[src/rtl/mcpu16_pkg.sv]
package mcpu16_pkg;

  localparam int XLEN = 16;

  typedef enum logic [3:0] {
    ST_FADDR, ST_FREAD, ST_FLATCH, ST_FIR, ST_DECODE,
    ST_EVAL, ST_MREAD, ST_MLATCH, ST_EXEC, ST_WBACK,
    ST_SDATA, ST_SWRITE, ST_BRANCH, ST_JUMP, ST_HALT
  } cpu_state_e;

  localparam logic [3:0] OP_BR   = 4'h0;
  localparam logic [3:0] OP_ADD  = 4'h1;
  localparam logic [3:0] OP_AND  = 4'h5;
  localparam logic [3:0] OP_LDR  = 4'h6;
  localparam logic [3:0] OP_STR  = 4'h7;
  localparam logic [3:0] OP_JMP  = 4'hC;
  localparam logic [3:0] OP_HALT = 4'hF;

  localparam logic [15:0] KNOWN_OPS = (16'h1 << OP_BR) | (16'h1 << OP_ADD) |
                                      (16'h1 << OP_AND) | (16'h1 << OP_LDR) |
                                      (16'h1 << OP_STR) | (16'h1 << OP_JMP) |
                                      (16'h1 << OP_HALT);

  // replicate bit nbits-1 of raw into every higher position
  function automatic logic [XLEN-1:0] sext(input logic [XLEN-1:0] raw, input int nbits);
    logic [XLEN-1:0] r;
    r = raw;
    for (int i = 0; i < XLEN; i++) begin
      if (i >= nbits) r[i] = raw[nbits-1];
    end
    return r;
  endfunction

  function automatic logic [XLEN-1:0] alu_calc(input logic do_and,
                                               input logic [XLEN-1:0] a,
                                               input logic [XLEN-1:0] b);
    return do_and ? (a & b) : (a + b);
  endfunction

  // {N, Z, P}
  function automatic logic [2:0] flags_of(input logic [XLEN-1:0] v);
    if (v[XLEN-1])   return 3'b100;
    else if (v == 0) return 3'b010;
    else             return 3'b001;
  endfunction

endpackage

[src/rtl/mcpu16_regfile.sv]
module mcpu16_regfile #(
  parameter int W = 16,
  parameter int N = 8,
  localparam int AW = $clog2(N)
) (
  input  logic          clk,
  input  logic          rst_n,
  input  logic          we,
  input  logic [AW-1:0] waddr,
  input  logic [W-1:0]  wdata,
  input  logic [AW-1:0] raddr_a,
  output logic [W-1:0]  rdata_a,
  input  logic [AW-1:0] raddr_b,
  output logic [W-1:0]  rdata_b
);
  logic [W-1:0] regs [N];

  always_ff @(posedge clk) begin
    if (!rst_n) begin
      for (int i = 0; i < N; i++) regs[i] <= '0;
    end else if (we) begin
      regs[waddr] <= wdata;
    end
  end

  assign rdata_a = regs[raddr_a];
  assign rdata_b = regs[raddr_b];
endmodule

[src/rtl/mcpu16_flags.sv]
module mcpu16_flags
  import mcpu16_pkg::*;
(
  input  logic            clk,
  input  logic            rst_n,
  input  logic            ld,
  input  logic [XLEN-1:0] result,
  output logic [2:0]      nzp
);
  always_ff @(posedge clk) begin
    if (!rst_n)  nzp <= 3'b010;
    else if (ld) nzp <= flags_of(result);
  end


  cc_onehot_chk: assert property (@(posedge clk) disable iff (!rst_n)
    $countones(nzp) == 1);


  cc_hold_chk: assert property (@(posedge clk) disable iff (!rst_n)
    !ld |=> $stable(nzp));
endmodule

[src/rtl/mcpu16_ctrl.sv]
module mcpu16_ctrl
  import mcpu16_pkg::*;
(
  input  logic       clk,
  input  logic       rst_n,
  input  logic [3:0] opcode,
  input  logic       br_take,
  output logic       ld_mar_pc,
  output logic       mem_rd,
  output logic       ld_mdr_mem,
  output logic       ld_ir,
  output logic       pc_inc,
  output logic       ld_mar_ea,
  output logic       ld_mdr_reg,
  output logic       mem_wr,
  output logic       ld_res,
  output logic       rf_we,
  output logic       cc_ld,
  output logic       pc_br,
  output logic       pc_jmp,
  output logic       wb_mem,
  output logic       halted
);
  cpu_state_e state, nxt;
  logic [15:0] dec;
  logic        op_unknown;

  // one-hot 4-to-16 opcode decoder
  for (genvar k = 0; k < 16; k++) begin : g_dec
    assign dec[k] = (opcode == 4'(k));
  end

  assign op_unknown = |(dec & ~KNOWN_OPS);

  always_comb begin
    nxt = state;
    unique case (state)
      ST_FADDR:  nxt = ST_FREAD;
      ST_FREAD:  nxt = ST_FLATCH;
      ST_FLATCH: nxt = ST_FIR;
      ST_FIR:    nxt = ST_DECODE;
      ST_DECODE: begin
        if (op_unknown)                    nxt = ST_FADDR;
        else if (dec[OP_ADD] | dec[OP_AND]) nxt = ST_EXEC;
        else if (dec[OP_LDR] | dec[OP_STR]) nxt = ST_EVAL;
        else if (dec[OP_BR])               nxt = ST_BRANCH;
        else if (dec[OP_JMP])              nxt = ST_JUMP;
        else                               nxt = ST_HALT;
      end
      ST_EVAL:   nxt = dec[OP_LDR] ? ST_MREAD : ST_SDATA;
      ST_MREAD:  nxt = ST_MLATCH;
      ST_MLATCH: nxt = ST_WBACK;
      ST_EXEC:   nxt = ST_WBACK;
      ST_WBACK:  nxt = ST_FADDR;
      ST_SDATA:  nxt = ST_SWRITE;
      ST_SWRITE: nxt = ST_FADDR;
      ST_BRANCH: nxt = ST_FADDR;
      ST_JUMP:   nxt = ST_FADDR;
      ST_HALT:   nxt = ST_HALT;
      default:   nxt = ST_FADDR;
    endcase
  end

  always_ff @(posedge clk) begin
    if (!rst_n) state <= ST_FADDR;
    else        state <= nxt;
  end

  assign ld_mar_pc  = (state == ST_FADDR);
  assign mem_rd     = (state == ST_FREAD) | (state == ST_MREAD);
  assign ld_mdr_mem = (state == ST_FLATCH) | (state == ST_MLATCH);
  assign ld_ir      = (state == ST_FIR);
  assign pc_inc     = (state == ST_FIR);
  assign ld_mar_ea  = (state == ST_EVAL);
  assign ld_mdr_reg = (state == ST_SDATA);
  assign mem_wr     = (state == ST_SWRITE);
  assign ld_res     = (state == ST_EXEC);
  assign rf_we      = (state == ST_WBACK);
  assign cc_ld      = (state == ST_WBACK);
  assign pc_br      = (state == ST_BRANCH) & br_take;
  assign pc_jmp     = (state == ST_JUMP);
  assign wb_mem     = dec[OP_LDR];
  assign halted     = (state == ST_HALT);


  fetch_order_chk: assert property (@(posedge clk) disable iff (!rst_n)
    ld_ir |-> $past(mem_rd, 2));


  halt_hold_chk: assert property (@(posedge clk) disable iff (!rst_n)
    halted |=> (halted && !mem_rd && !mem_wr));
endmodule

[src/rtl/mcpu16_core.sv]
module mcpu16_core
  import mcpu16_pkg::*;
#(
  parameter int NREG = 8
) (
  input  logic        clk,
  input  logic        rst_n,
  output logic [15:0] mem_addr,
  output logic        mem_rd,
  output logic        mem_wr,
  output logic [15:0] mem_wdata,
  input  logic [15:0] mem_rdata,
  output logic        halted
);
  localparam int RAW = $clog2(NREG);

  logic [XLEN-1:0] pc, ir, mar, mdr, res_q;
  logic [XLEN-1:0] rdata_a, rdata_b, opnd_b, alu_out, eff_addr, br_target, wb_data;
  logic [RAW-1:0]  raddr_b;
  logic [2:0]      nzp;
  logic            br_take;
  logic ld_mar_pc, ld_mdr_mem, ld_ir, pc_inc, ld_mar_ea, ld_mdr_reg;
  logic ld_res, rf_we, cc_ld, pc_br, pc_jmp, wb_mem;

  mcpu16_ctrl u_ctrl (
    .clk        (clk),
    .rst_n      (rst_n),
    .opcode     (ir[15:12]),
    .br_take    (br_take),
    .ld_mar_pc  (ld_mar_pc),
    .mem_rd     (mem_rd),
    .ld_mdr_mem (ld_mdr_mem),
    .ld_ir      (ld_ir),
    .pc_inc     (pc_inc),
    .ld_mar_ea  (ld_mar_ea),
    .ld_mdr_reg (ld_mdr_reg),
    .mem_wr     (mem_wr),
    .ld_res     (ld_res),
    .rf_we      (rf_we),
    .cc_ld      (cc_ld),
    .pc_br      (pc_br),
    .pc_jmp     (pc_jmp),
    .wb_mem     (wb_mem),
    .halted     (halted)
  );

  // store data comes from the destination field, everything else from IR[2:0]
  assign raddr_b = ld_mdr_reg ? ir[11:9] : ir[2:0];

  mcpu16_regfile #(.W(XLEN), .N(NREG)) u_rf (
    .clk     (clk),
    .rst_n   (rst_n),
    .we      (rf_we),
    .waddr   (ir[11:9]),
    .wdata   (wb_data),
    .raddr_a (ir[8:6]),
    .rdata_a (rdata_a),
    .raddr_b (raddr_b),
    .rdata_b (rdata_b)
  );

  assign opnd_b    = ir[5] ? sext({11'b0, ir[4:0]}, 5) : rdata_b;
  assign alu_out   = alu_calc(ir[15:12] == OP_AND, rdata_a, opnd_b);
  assign eff_addr  = rdata_a + sext({10'b0, ir[5:0]}, 6);
  assign br_target = pc + sext({7'b0, ir[8:0]}, 9);
  assign br_take   = |(ir[11:9] & nzp);
  assign wb_data   = wb_mem ? mdr : res_q;

  mcpu16_flags u_flags (
    .clk    (clk),
    .rst_n  (rst_n),
    .ld     (cc_ld),
    .result (wb_data),
    .nzp    (nzp)
  );

  always_ff @(posedge clk) begin
    if (!rst_n) begin
      pc    <= '0;
      ir    <= '0;
      mar   <= '0;
      mdr   <= '0;
      res_q <= '0;
    end else begin
      if (pc_inc)      pc <= pc + 1'b1;
      else if (pc_br)  pc <= br_target;
      else if (pc_jmp) pc <= rdata_a;

      if (ld_mar_pc)      mar <= pc;
      else if (ld_mar_ea) mar <= eff_addr;

      if (ld_mdr_mem)      mdr <= mem_rdata;
      else if (ld_mdr_reg) mdr <= rdata_b;

      if (ld_ir)  ir    <= mdr;
      if (ld_res) res_q <= alu_out;
    end
  end

  assign mem_addr  = mar;
  assign mem_wdata = mdr;


  rd_wr_excl_chk: assert property (@(posedge clk) disable iff (!rst_n)
    !(mem_rd && mem_wr));


  wr_pulse_chk: assert property (@(posedge clk) disable iff (!rst_n)
    mem_wr |=> !mem_wr);


  rd_pulse_chk: assert property (@(posedge clk) disable iff (!rst_n)
    mem_rd |=> !mem_rd);
endmodule

[config.mk]
export PLATFORM = sky130hd
export DESIGN_NAME = mcpu16_core
export DESIGN_NICKNAME = d
export VERILOG_FILES = /design/src/rtl/mcpu16_pkg.sv /design/src/rtl/mcpu16_regfile.sv /design/src/rtl/mcpu16_flags.sv /design/src/rtl/mcpu16_ctrl.sv /design/src/rtl/mcpu16_core.sv
export SDC_FILE = /design/constraint.sdc
export NUM_CORES = 1
export LEC_CHECK = 0
export CORE_MARGIN = 1
export CORE_UTILIZATION = 35
export DETAILED_ROUTE_END_ITERATION = 12
export DONT_BUFFER_PORTS = 1
export PLACE_DENSITY = 0.6
export RECOVER_POWER = 100
export SYNTH_ARGS = -nofsm -noshare
export SYNTH_HDL_FRONTEND = slang
export SYNTH_SLANG_ARGS = --single-unit
[constraint.sdc]
create_clock -name clk -period 5.8 [get_ports clk]
set_input_delay 1.16 -clock clk [delete_from_list [all_inputs] [get_ports clk]]
set_output_delay 1.16 -clock clk [all_outputs]
set_load 0.1 [all_outputs]
-- Yosys cells after proc, flatten, opt, wreduce, memory -nomap -nowiden
Memories as Yosys holds them, arrays and structs flattened. A register that Yosys moved wholly into a read port is not among the register bits.
Cells that the tools add are included.
- memories: 1
- bits in writable memories: 128
- input port bits: 18
- output and inout port bits: 35
- word-level logic and storage cells: 86
- register bits after elaboration: 87
- memories (name ; words ; bits a word ; rd ports ; clocked after memory_dff ; write ports ; RTL line ; source):
    u_rf.regs ; 8 ; 16 ; 2 ; 1 ; 8 ; mcpu16_regfile.sv:16 ; logic [W-1:0] regs [N];
- equality and inequality tests: 28
- multiplexer cells: 29
- add/sub/neg operators: 4
- reductions and logical operators: 10
- bitwise operators: 7
- operators with widths (operator ; number):
    $mux 16 ; 11
    $eq 4x4->1 const B ; 14
    $add 16x16->16 ; 3
    $pmux 4 s10 ; 1
    $eq 4x3->1 const B ; 8
    $mux 4 ; 5
    $add 16x1->16 const B ; 1
    $and 16x16->16 ; 1
    $eq 4x2->1 const B ; 4
    $logic_not 16->1 ; 1
    $reduce_or 16->1 ; 1
    $mux 3 ; 5
    $reduce_or 9->1 ; 1
    $eq 4x1->1 const B ; 2
    $logic_not 4->1 ; 2
    $mux 1 ; 5
    $mux 2 ; 2
    $or 1x1->1 ; 4
    $reduce_bool 2->1 ; 2
    $and 3x3->3 ; 1
    $reduce_bool 3->1 ; 1
    $reduce_or 3->1 ; 1
    $reduce_or 2->1 ; 1
    $and 1x1->1 ; 1

-- Depth between registers and ports, before layout
- depth in word-level cells: 7
- gate-level depth with buffers: 19
- gate-level depth less buffers: 16

-- Cells and area by module
Synthesis repeated with hierarchy kept, for this count alone.
- cells, all modules: 1291
- area total of the unflattened synthesis: 13696.9 sq um
- by module, submodules not included (module ; times used ; cells an instance ; area each (sq um) ; sequential area each (sq um)):
    mcpu16_regfile ; 1 ; 430 ; 6875.3 ; 3843.7
    mcpu16_core ; 1 ; 785 ; 6243.5 ; 1601.5
    mcpu16_ctrl ; 1 ; 59 ; 431.7 ; 80.1
    mcpu16_flags ; 1 ; 17 ; 146.4 ; 60.1

-- Worst setup path before layout
Ideal clock, no wire load.
- path kind: flip-flop to flip-flop
- start point: register u_ctrl.state[3]
- end point: register res_q[14]
- cell stages (with the launch flop): 20
- period minus slack after synthesis: 4.382 ns
- buffers on the path: 3
- library setup time: 0.070 ns
- data arrival time: 4.312 ns
- slack: 1.418 ns
- cells stage by stage: dfxtp_1 > buf_4 > nand2b_1 > buf_4 > nor3b_4 > mux2i_1 > buf_4 > mux4_2 > mux2i_1 > mux2i_1 > ha_1 > inv_1 > fa_1 > nor2b_1 > o31a_1 > or3_1 > a31oi_1 > o21ai_0 > mux2_2 > a21oi_1
- word-level cells in the longest chain between the ends: 6
- elaborated cells on any way between the ends: 8
- those cells by class: add/sub (1); eq/ne (2); mux (3); bitwise (1); memory (1)
- ends and longest elaborated chain (what ; RTL line ; source):
    from (decl) ; mcpu16_ctrl.sv:24 ; cpu_state_e state, nxt;
    from (signal assigned) ; mcpu16_ctrl.sv:66 ; else state <= nxt;
    $eq 4x4->1 ; mcpu16_ctrl.sv:75 ; assign ld_mdr_reg = (state == ST_SDATA);
    $mux 3 ; mcpu16_core.sv:48 ; assign raddr_b = ld_mdr_reg ? ir[11:9] : ir[2:0];
    $mem_v2 8x16 ; - ;
    $mux 16 ; mcpu16_core.sv:62 ; assign opnd_b = ir[5] ? sext({11'b0, ir[4:0]}, 5) : rdata_b;
    $add 16x16->16 / $and 16x16->16 (equally long branches) ; mcpu16_pkg.sv:37 ; return do_and ? (a & b) : (a + b);
    $mux 16 ; mcpu16_pkg.sv:37 ;
    to (signal assigned) ; mcpu16_core.sv:96 ; if (ld_res) res_q <= alu_out;
    to (decl) ; mcpu16_core.sv:17 ; logic [XLEN-1:0] pc, ir, mar, mdr, res_q;
Several ways; a longest one is shown, not always the timed one.
A chain may end at the register's enable or synchronous reset.

==> metrics.txt <==
most numerous cell in the Yosys netlist nor2_1; drt pass-1 iters 6; number of flops mapped to enable cells by yosys between 100 and 150; Synth top cells by count nor2_1 (183), edfxtp_1 (128), nand2_1 (112); final setup violation count 0; Final min period 5107 ps; CP arrival 5420 ps; std cell rows 69; Synth cell types 73; Ys Warns 0; slew of the pin with the lowest slew margin 3063 ps; RePlAce Congestion 0.8915; Final period util roughly nine tenths; H-tree Lvls 1; routed length per instance 22.85 um; Max clock buf depth 3; later-pin clock latency in the skew report between 500 and 600 ps; Slew Limit Fails between 90 and 100; Vias between 10000 and 15000; dpl hpwl 28320 um; Layout Skew 17.11 ps; chip height 193.6 um; Hold Slack between 400 and 500 ps; Final Power 3.868 mW; placed insts ~1700; pin count of the biggest net entering global routing slightly above 60; Clock Sinks 218; design area 0.01433 mm^2; Mean Syn Cell Area 10.45 um^2; Layout area overhead 11.58%; Final ANT Viol Nets 0; FF+latch count, synth 218; Syn Std Cell Area 0.01285 mm^2; post-layout util 40.01%; max-cap viol count 6; vias in the first global route between 10000 and 15000; Syn Inst Count between 1000 and 1500; leading post-synthesis cells by cell area edfxtp_1 (30%), dfxtp_1 (14%), mux4_2 (11%); DRT iter0 DRCs 844; CTS tree done; synthesized net count 1297; initial antenna violation count 3; crit path launch type flip-flop; total gr overflow 0; CP Max Fanout 23; share of cells above drive strength 1 12.37%; top-level port count 53; pre-CTS WS 871.1 ps; Yosys top cell area share between 20 and 30%; Yosys top cell by area edfxtp_1; launch point of the worst hold path u_flags.nzp[1]$_SDFFE_PN1N_; Peak Freq 0.1958 GHz; Main synth FF type edfxtp_1; post_cts resized 0; Tot GR Track Use 21.04%; sequential element share of the synthesized area 43.95%; outcome finished with violations; Core ar. 0.03583 mm^2; first-pass GRT wire length 60840 um; Critical Path RT about 6000 ps; P_leak 5.118 nW; Reg clk slew, reported paths around 60 ps; non-filler cells, final 1717; die width 193.6 um; worst min path class reg2reg; Worst slew margin -104.2%; Inserted Clock Buffers 25; DRC violations left 0; Post-CTS Setup Inserts 0; Vias/cell 5.924; pwr dens approximately 270 mW/mm^2; nets 1302; Placement Cell Area 0.01358 mm^2; Port-buffer cells 0; Worst VDD drop 220.5 uV; ys async rst share 0%; final hold viol count 0; DRT Wirelength approximately 39000 um; die area around 0.037 mm^2; RSZ-0062 raised after global routing false; Final WS setup 692.8 ps; Hold-fix buffers, CTS 0; Setup crit end kind flip-flop; WS Path Type reg2reg; total negative slack 0 ps; Initial Utilization 35.85%; Root Driver clkbuf_16; failing checks max-capacitance violations, max-slew violations
-- cells in the final DEF, fill, tap and decap left out, types with 17 or more instances in the layout --
cell type and n:
a21oi_1 81, a22oi_1 32, a31oi_1 17, buf_4 24, clkbuf_1 32, clkbuf_16 25, dfxtp_1 90, edfxtp_1 128
ha_1 47, inv_1 19, mux2i_1 41, mux4_2 64, nand2_1 112, nand3_1 19, nor2_1 183, o21ai_0 48
o22ai_1 22, xnor2_1 20
-- per-layer routing --
metal	part of all wire [%]	GRT usage, %	wire (um)	vias to the layer above
met1	42	27.14	16390	5068
met5	0	0	0	-
met2	49	35.51	19100	356
met3	6.9	4.219	2688	67
met4	2.7	6.281	1058	0
li1	-	-	-	4680
-- registers in the layout, indices dropped and copies added (netlist names), named ones only --
register,count
ir,16
pc,16
u_flags.nzp,3
u_ctrl.state,4
mem_wdata,16
mem_addr,16
res_q,16
u_rf.regs,128
-- path summary, 6_finish.rpt --
kind                            cells past startpoint                     endpoint  slack (ps)
worst min register to register                      2  u_flags.nzp[1]$_SDFFE_PN1N_         490
worst min-delay path                                2  u_flags.nzp[1]$_SDFFE_PN1N_         490
worst max register to register                     13    mem_addr[14]$_SDFFE_PN0P_         690
worst max-delay path                               13    mem_addr[14]$_SDFFE_PN0P_         690
-- cell families (layout without fill, tap and decap cells) --
logic type	count (synthesis)	in the layout	synth area share [%]
AND/OR/NAND/NOR	412	412	14.53
AO/OA/AOI/OAI	298	298	14.84
flip-flops	218	218	43.95
multiplexers	127	127	16.44
buffers and inverters	91	115	2.941
adder cells (fa/ha/maj)	50	50	5.045
XOR/XNOR	33	33	2.250
other	0	3	0
-- worst max-delay path: stages (launching register included) --
cell and delay (ps):
dfxtp_1 1420, mux4_2 640, mux2_1 400, ha_1 240, inv_1 70, fa_1 210
nor2b_1 70, o31ai_1 210, clkbuf_1 220, a21oi_1 110, a2111oi_0 650, o31ai_1 200
xnor2_1 260, o22ai_1 120
-- report_power, final --
| part | internal [mW] | switching (mW) | total [mW] |
|---|---|---|---|
| Combinational | 0.140 | 0.296 | 0.436 |
| Clock | 1.01 | 0.656 | 1.67 |
| Sequential | 1.69 | 0.0752 | 1.77 |
| Total | 2.84 | 1.03 | 3.87 |
-- cell type report --
class	instances	area (um^2)
fill	3489	21490
multi-input combinational	920	6862
sequential	218	5645
clock buffer	38	734.5
tap	461	576.8
timing repair buffer	50	301.5
clock inverter	8	135.1
inverter	19	71.32
antenna	3	7.507
(Power assumes the default switching activity.)
